File: src/rtl/isa_ldev_pkg.sv
package isa_ldev_pkg;
  localparam int unsigned ADDR_W  = 12;
  localparam int unsigned IDX_W   = 3;
  localparam int unsigned DEC_HI  = 9;
  localparam int unsigned BASE_W  = DEC_HI - IDX_W + 1;
  localparam int unsigned LVL_W   = 4;
  localparam int unsigned NUM_IRQ = 10;

  // Strobes handed from control to datapath each cycle
  typedef struct packed {
    logic              cs;
    logic              rd;
    logic              wr;
    logic              req;
    logic [IDX_W-1:0]  idx;
    logic [LVL_W-1:0]  level;
  } dec_strobe_t;

  // ISA line number carried by each IRQ output position
  function automatic logic [LVL_W-1:0] irqLineNum(input int unsigned pos);
    case (pos)
      0: irqLineNum = 4'd3;
      1: irqLineNum = 4'd4;
      2: irqLineNum = 4'd5;
      3: irqLineNum = 4'd6;
      4: irqLineNum = 4'd7;
      5: irqLineNum = 4'd9;
      6: irqLineNum = 4'd10;
      7: irqLineNum = 4'd11;
      8: irqLineNum = 4'd12;
      default: irqLineNum = 4'd15;
    endcase
  endfunction

  // Strap code to base bits 9:3: 0->3F8 1->2F8 2->3E8 3->2E8
  function automatic logic [BASE_W-1:0] bypassBase(input logic [1:0] sel);
    bypassBase = {1'b1, ~sel[0], 3'b111, ~sel[1], 1'b1};
  endfunction
endpackage

File: src/rtl/isa_ldev_ctrl.sv
module isa_ldev_ctrl
  import isa_ldev_pkg::*;
#(
  parameter int unsigned AW = ADDR_W
) (
  input  logic              clk,
  input  logic              rstN,
  input  logic [AW-1:0]     addr,
  input  logic              aen,
  input  logic              iorN,
  input  logic              iowN,
  input  logic              cfgLoad,
  input  logic [BASE_W-1:0] cfgBase,
  input  logic [LVL_W-1:0]  cfgIrqLevel,
  input  logic              cfgActive,
  input  logic              pnpBypass,
  input  logic [1:0]        addrCfg,
  input  logic [LVL_W-1:0]  irqCfg,
  input  logic              uartBypass,
  input  logic              rxErrIrq,
  input  logic              rxDataIrq,
  input  logic              thrEmptyIrq,
  input  logic              modemIrq,
  input  logic              extIrq,
  output dec_strobe_t       strb
);
  logic [BASE_W-1:0] baseReg;
  logic [LVL_W-1:0]  levelReg;
  logic              activeReg;

  logic [BASE_W-1:0] effBase;
  logic [LVL_W-1:0]  effLevel;
  logic              devActive;
  logic              addrHit;
  logic              intReq;

  // Configuration registers with power-up values
  always_ff @(posedge clk) begin
    if (!rstN) begin
      baseReg   <= '0;
      levelReg  <= '0;
      activeReg <= 1'b0;
    end else if (cfgLoad) begin
      baseReg   <= cfgBase;
      levelReg  <= cfgIrqLevel;
      activeReg <= cfgActive;
    end
  end

  always_comb begin
    effBase   = pnpBypass ? bypassBase(addrCfg) : baseReg;
    effLevel  = pnpBypass ? irqCfg : levelReg;
    devActive = pnpBypass | activeReg;
    addrHit   = (addr[DEC_HI:IDX_W] == effBase);
    intReq    = rxErrIrq | rxDataIrq | thrEmptyIrq | modemIrq;

    strb.cs    = devActive & ~aen & addrHit;
    strb.rd    = strb.cs & ~iorN;
    strb.wr    = strb.cs & ~iowN;
    strb.req   = uartBypass ? extIrq : intReq;
    strb.idx   = strb.cs ? addr[IDX_W-1:0] : '0;
    strb.level = effLevel;
  end

  // a DMA cycle never selects the device
  a_r2_aen_deselect: assert property (@(posedge clk) disable iff (!rstN)
    aen |-> !strb.cs);

  // an unconfigured device stays deselected outside bypass mode
  a_r11_inactive_quiet: assert property (@(posedge clk) disable iff (!rstN)
    (!pnpBypass && !activeReg) |-> !strb.cs);

  // the first cycle after reset sees power-up configuration
  a_r10_reset_values: assert property (@(posedge clk) disable iff (!rstN)
    $rose(rstN) |-> (levelReg == '0 && baseReg == '0 && !activeReg));

  // in UART-bypass mode the request tracks the external input
  a_r9_ext_route: assert property (@(posedge clk) disable iff (!rstN)
    uartBypass |-> (strb.req == extIrq));
endmodule

File: src/rtl/isa_ldev_dp.sv
module isa_ldev_dp
  import isa_ldev_pkg::*;
#(
  parameter int unsigned NIRQ = NUM_IRQ
) (
  input  logic             clk,
  input  logic             rstN,
  input  dec_strobe_t      strb,
  output logic             devCs,
  output logic [IDX_W-1:0] regIdx,
  output logic             rdEn,
  output logic             wrEn,
  output logic [NIRQ-1:0]  irqOut,
  output logic [NIRQ-1:0]  irqOe
);
  logic [NIRQ-1:0] oeNext;

  generate
    for (genvar i = 0; i < NIRQ; i++) begin : g_line
      assign oeNext[i] = (strb.level == irqLineNum(i));
    end
  endgenerate

  always_ff @(posedge clk) begin
    if (!rstN) begin
      devCs  <= 1'b0;
      regIdx <= '0;
      rdEn   <= 1'b0;
      wrEn   <= 1'b0;
      irqOut <= '0;
      irqOe  <= '0;
    end else begin
      devCs  <= strb.cs;
      regIdx <= strb.idx;
      rdEn   <= strb.rd;
      wrEn   <= strb.wr;
      irqOe  <= oeNext;
      irqOut <= strb.req ? oeNext : '0;
    end
  end

  // never more than one line enabled
  a_r4_single_line: assert property (@(posedge clk) disable iff (!rstN)
    $onehot0(irqOe));

  // an unselected line is never driven high
  a_r7_released: assert property (@(posedge clk) disable iff (!rstN)
    (irqOut & ~irqOe) == '0);

  // access enables only while selected
  a_r3_rd_needs_cs: assert property (@(posedge clk) disable iff (!rstN)
    (rdEn || wrEn) |-> devCs);

  // a write strobe lands one edge later
  a_r3_wr_latency: assert property (@(posedge clk) disable iff (!rstN)
    strb.wr |=> wrEn);

  // a request on an enabled line shows one edge later
  a_r6_req_latency: assert property (@(posedge clk) disable iff (!rstN)
    (strb.req && (oeNext != '0)) |=> (irqOut != '0));
endmodule

File: src/rtl/isa_ldev_router.sv
module isa_ldev_router
  import isa_ldev_pkg::*;
(
  input  logic              clk,
  input  logic              rstN,
  input  logic [11:0]       addr,
  input  logic              aen,
  input  logic              iorN,
  input  logic              iowN,
  input  logic              cfgLoad,
  input  logic [6:0]        cfgBase,
  input  logic [3:0]        cfgIrqLevel,
  input  logic              cfgActive,
  input  logic              pnpBypass,
  input  logic [1:0]        addrCfg,
  input  logic [3:0]        irqCfg,
  input  logic              uartBypass,
  input  logic              rxErrIrq,
  input  logic              rxDataIrq,
  input  logic              thrEmptyIrq,
  input  logic              modemIrq,
  input  logic              extIrq,
  output logic              devCs,
  output logic [2:0]        regIdx,
  output logic              rdEn,
  output logic              wrEn,
  output logic [9:0]        irqOut,
  output logic [9:0]        irqOe
);
  dec_strobe_t strb;

  isa_ldev_ctrl #(.AW(ADDR_W)) u_ctrl (
    .clk(clk), .rstN(rstN), .addr(addr), .aen(aen), .iorN(iorN), .iowN(iowN),
    .cfgLoad(cfgLoad), .cfgBase(cfgBase), .cfgIrqLevel(cfgIrqLevel),
    .cfgActive(cfgActive), .pnpBypass(pnpBypass), .addrCfg(addrCfg),
    .irqCfg(irqCfg), .uartBypass(uartBypass), .rxErrIrq(rxErrIrq),
    .rxDataIrq(rxDataIrq), .thrEmptyIrq(thrEmptyIrq), .modemIrq(modemIrq),
    .extIrq(extIrq), .strb(strb)
  );

  isa_ldev_dp #(.NIRQ(NUM_IRQ)) u_dp (
    .clk(clk), .rstN(rstN), .strb(strb), .devCs(devCs), .regIdx(regIdx),
    .rdEn(rdEn), .wrEn(wrEn), .irqOut(irqOut), .irqOe(irqOe)
  );
endmodule

File: config.mk
export PLATFORM = sky130hd
export DESIGN_NAME = isa_ldev_router
export DESIGN_NICKNAME = d
export VERILOG_FILES = /design/src/rtl/isa_ldev_pkg.sv /design/src/rtl/isa_ldev_ctrl.sv /design/src/rtl/isa_ldev_dp.sv /design/src/rtl/isa_ldev_router.sv
export SDC_FILE = /design/constraint.sdc
export NUM_CORES = 1
export LEC_CHECK = 0
export ABC_AREA = 1
export BUFFER_PORTS_ARGS = -buffer_cell sky130_fd_sc_hd__buf_2
export CORE_MARGIN = 2
export CORE_UTILIZATION = 40
export CTS_CLUSTER_SIZE = 24
export DETAILED_ROUTE_END_ITERATION = 12
export MAX_ROUTING_LAYER = met4
export PLACE_DENSITY_LB_ADDON = 0.15
export SLEW_MARGIN = 25
export SYNTH_ARGS = -nofsm -noshare
export SYNTH_HDL_FRONTEND = slang
export SYNTH_SLANG_ARGS = --single-unit
File: constraint.sdc
create_clock -name clk -period 0.9 [get_ports clk]
set_input_delay 0.045 -clock clk [delete_from_list [all_inputs] [get_ports clk]]
set_output_delay 0.045 -clock clk [all_outputs]
set_load 0.02 [all_outputs]
==> results_dict.tcl <==
set metrics [dict create \
    maxCapViolCount 0 \
    drt_pre_antenna_iters 4 \
    die_w_um 63.8 \
    synth_top_family_by_area "simple AND/OR/NAND/NOR gates" \
    fp.dieH_um 63.8 \
    cts_tree "done" \
    port-buffer-count 66 \
    syn2layout_area_growth_pct 72.5 \
    min_period_ns 1.06 \
    reg2regPathDepth 8 \
    synthSimpleGateAreaFrac_pct 28.5 \
    p_per_area_nw_per_um2 1570 \
    critical_path.max_stage_delay_ns 0.33 \
    core_area_um2 3390 \
    rrSetupSlack_ns -0.16 \
    crit_buf_inv 1 \
    numCtsBuffers 5 \
    ys_ff_latch 38 \
    antenna_left 0 \
    worstPathRequired_ns 1.18 \
    p_total_mw 3.88 \
    drt-wirelength-per-cell_um 10.7 \
    vias 1439 \
    synthMuxAreaShare_pct 1.57 \
    violations "setup timing" \
    drive_gt1_share_pct 50.0 \
    utilization_pct 72.8 \
    grt_start_max_net_pins 14 \
    wirelength_um 3580 \
    final_area_um2 2470 \
    peakVddDrop_mv 1.04 \
    cts-root-buf "clkbuf_4" \
    cts_max_level 2 \
    path_common_cell "nor2_1" \
    grt.overflow.total 0 \
    timing.rr.start "u_ctrl.baseReg[0]" \
    crit_cells 8 \
    tightest_slew_ns 0.202 \
    clockBufferDepth 2 \
    slew_violations 0 \
    row_count 21 \
    clock_latency_ns 0.34 \
    track_usage_pct 18.7 \
    cts.reportedPaths.clkPinSlew_ns 0.11 \
    endpoint_kind "flip-flop" \
    layout_setup_ws_ns -0.159 \
    cp-endpoint "u_dp.regIdx[0]" \
    syn_nets 228 \
    fmax_mhz 944 \
    final_nets 330 \
    synthesis.area_um2 1430 \
    hold_path.class "input port to flip-flop" \
    initial_core_util_pct 42.2 \
    rsz0062_at_grt "true" \
    synth_largest_area_cell "dfxtp_1" \
    syn-mean-instance-area_um2 7.73 \
    numClockSinks 38 \
    yosysUniqueCellTypes 20 \
    worstPathArrival_ns 1.34 \
    antenna_found_initial 0 \
    drt_iter0_markers 49 \
    ys_seq_area_share_pct 53.2 \
    critPathSlowestCell "dfxtp_1" \
    crit_family "simple AND/OR/NAND/NOR gates" \
    critPathKind "flip-flop to flip-flop" \
    synth_warnings 0 \
    crit_fanout 6 \
    synth_top_area_share_pct 53.2 \
    whs_ns 0.0950 \
    diodes 0 \
    synth.area.top_cells "dfxtp_1 53%, nor2_1 14%, nand2_1 7.9%" \
    synth_compound_area_share_pct 9.89 \
    slew_headroom_pct 86.2 \
    drc_errors 0 \
    mostFrequentLayoutCells "41 x nor2_1, 41 x buf_2, 24 x buf_4" \
    synth_fa_ha_area_share_pct 0 \
    grt_pass1_wl_um 5780 \
    fillers 255 \
    report.final.setup_viol 26 \
    grt_pass1_vias 1341 \
    hp-start "cfgLoad" \
    dieArea_um2 4070 \
    cp_cell_sequence "inv_1 > nand2_1 > nor2_1 > nor2_1 > nand2_1 > nor2_2 > nand3_2 > nor2_1" \
    synth_xor_area_share_pct 0 \
    crit_path_start "u_ctrl.baseReg[0]" \
    p_leak_nw 1.20 \
    hold_violations 0 \
    status "finished, violations left" \
    reg2reg_to "u_dp.regIdx[0]" \
    synthCells 185 \
    start_kind "flip-flop" \
    post-route-period-util_pct 118 \
    avgViaCountPerCell 4.31 \
    gp_congestion 0.712 \
    clock_skew_ns 0.00419 \
    place_area_um2 1890 \
    pin_count 69 \
    dp_hpwl_um 2360 \
]
[worst min path at each step]
stage | to | slack, ns | cells past startpoint
floorplan | u_dp.rdEn | 0.12 | 1
global placement | u_dp.wrEn | 0.21 | 2
detailed placement | u_dp.rdEn | 0.20 | 2
CTS | u_ctrl.baseReg[4] | 0.09 | 4
global route | u_ctrl.levelReg[1] | 0.09 | 4
finish | u_ctrl.baseReg[2] | 0.1 | 4
[kinds of logic after synthesis]
kind of cell           after synthesis
AO/OA/AOI/OAI                       25
buffers and inverters               24
flip-flops                          38
multiplexers                         1
AND/OR/NAND/NOR                     97
[power breakdown]
group / total (mW) / switching, mW / leakage, nW / internal [mW]
sequential: 1.77 / 0.0291 / 0.316 / 1.74
combinational: 0.661 / 0.332 / 0.832 / 0.329
clock: 1.44 / 0.574 / 0.0554 / 0.869
total: 3.88 / 0.934 / 1.20 / 2.94
[cells in the mapped netlist]
library cell   n
nand3_2        1
nand3_1        5
buf_6          1
o211ai_1       1
or2_1          3
dfxtp_1       38
nor2_1        52
o21ai_2        3
clkbuf_1       3
nor2_4         1
nand2_1       30
mux2i_4        1
nand3b_1       1
o21bai_1       1
inv_1         16
a21oi_1        6
nor2_2         3
inv_2          4
and2_4         1
o21ai_0       14
[area by class of cell]
| class | instances | area [um^2] | area share (%) |
|---|---|---|---|
| Multi-Input combinational cell | 123 | 702 | 28.4 |
| Clock inverter | 3 | 68.8 | 2.79 |
| Tap cell | 46 | 57.6 | 2.33 |
| Clock buffer | 5 | 37.5 | 1.52 |
| Inverter | 20 | 75.1 | 3.04 |
| Sequential cell | 38 | 779 | 31.6 |
| Timing Repair Buffer | 99 | 747 | 30.3 |
[worst register-to-register path, cell delays in order, from the launching register on]
cell     delay, ns
dfxtp_1       0.33
inv_1         0.05
nand2_1       0.07
nor2_1        0.04
nor2_1        0.11
nand2_1       0.07
nor2_2        0.09
nand3_2       0.14
nor2_1        0.12
[sequential cells by signal, summed over array words and instances, names as in the netlist]
register          cells
u_dp.rdEn             1
u_dp.devCs            1
u_ctrl.activeReg      1
u_dp.irqOut          10
u_dp.irqOe           10
u_ctrl.baseReg        7
u_dp.regIdx           3
u_dp.wrEn             1
u_ctrl.levelReg       4
[per-stage QoR]
| stage | std cells | setup slack [ns] | setup TNS, ns |
|---|---|---|---|
| after global placement | 305 | -0.129 | -1.99 |
| after CTS | 334 | -0.137 | -1.61 |
| after floorplan | 185 | -0.00167 | -0.00835 |
| after global routing | 334 | -0.275 | -3.63 |
| after detailed placement | 305 | -0.138 | -2.27 |
| final | 334 | -0.159 | -1.80 |
[repair_timing]
| item | in CTS | in global routing |
|---|---|---|
| hold endpoints to repair | 17 | 0 |
| hold buffers | 17 | 0 |
| setup endpoints to repair | 26 | 51 |
| cloned | 0 | 0 |
| pin swaps | 10 | 19 |
| gates resized for setup | 28 | 66 |
| buffers inserted | 4 | 1 |
[per-layer routing]
layer	global-route usage, %	share of wire (%)
met2	31.0	49
met4	5.71	1.2
met5	-	0
met3	6.34	6.3
met1	21.4	44
Note: power is estimated with default switching activity, not from simulation.
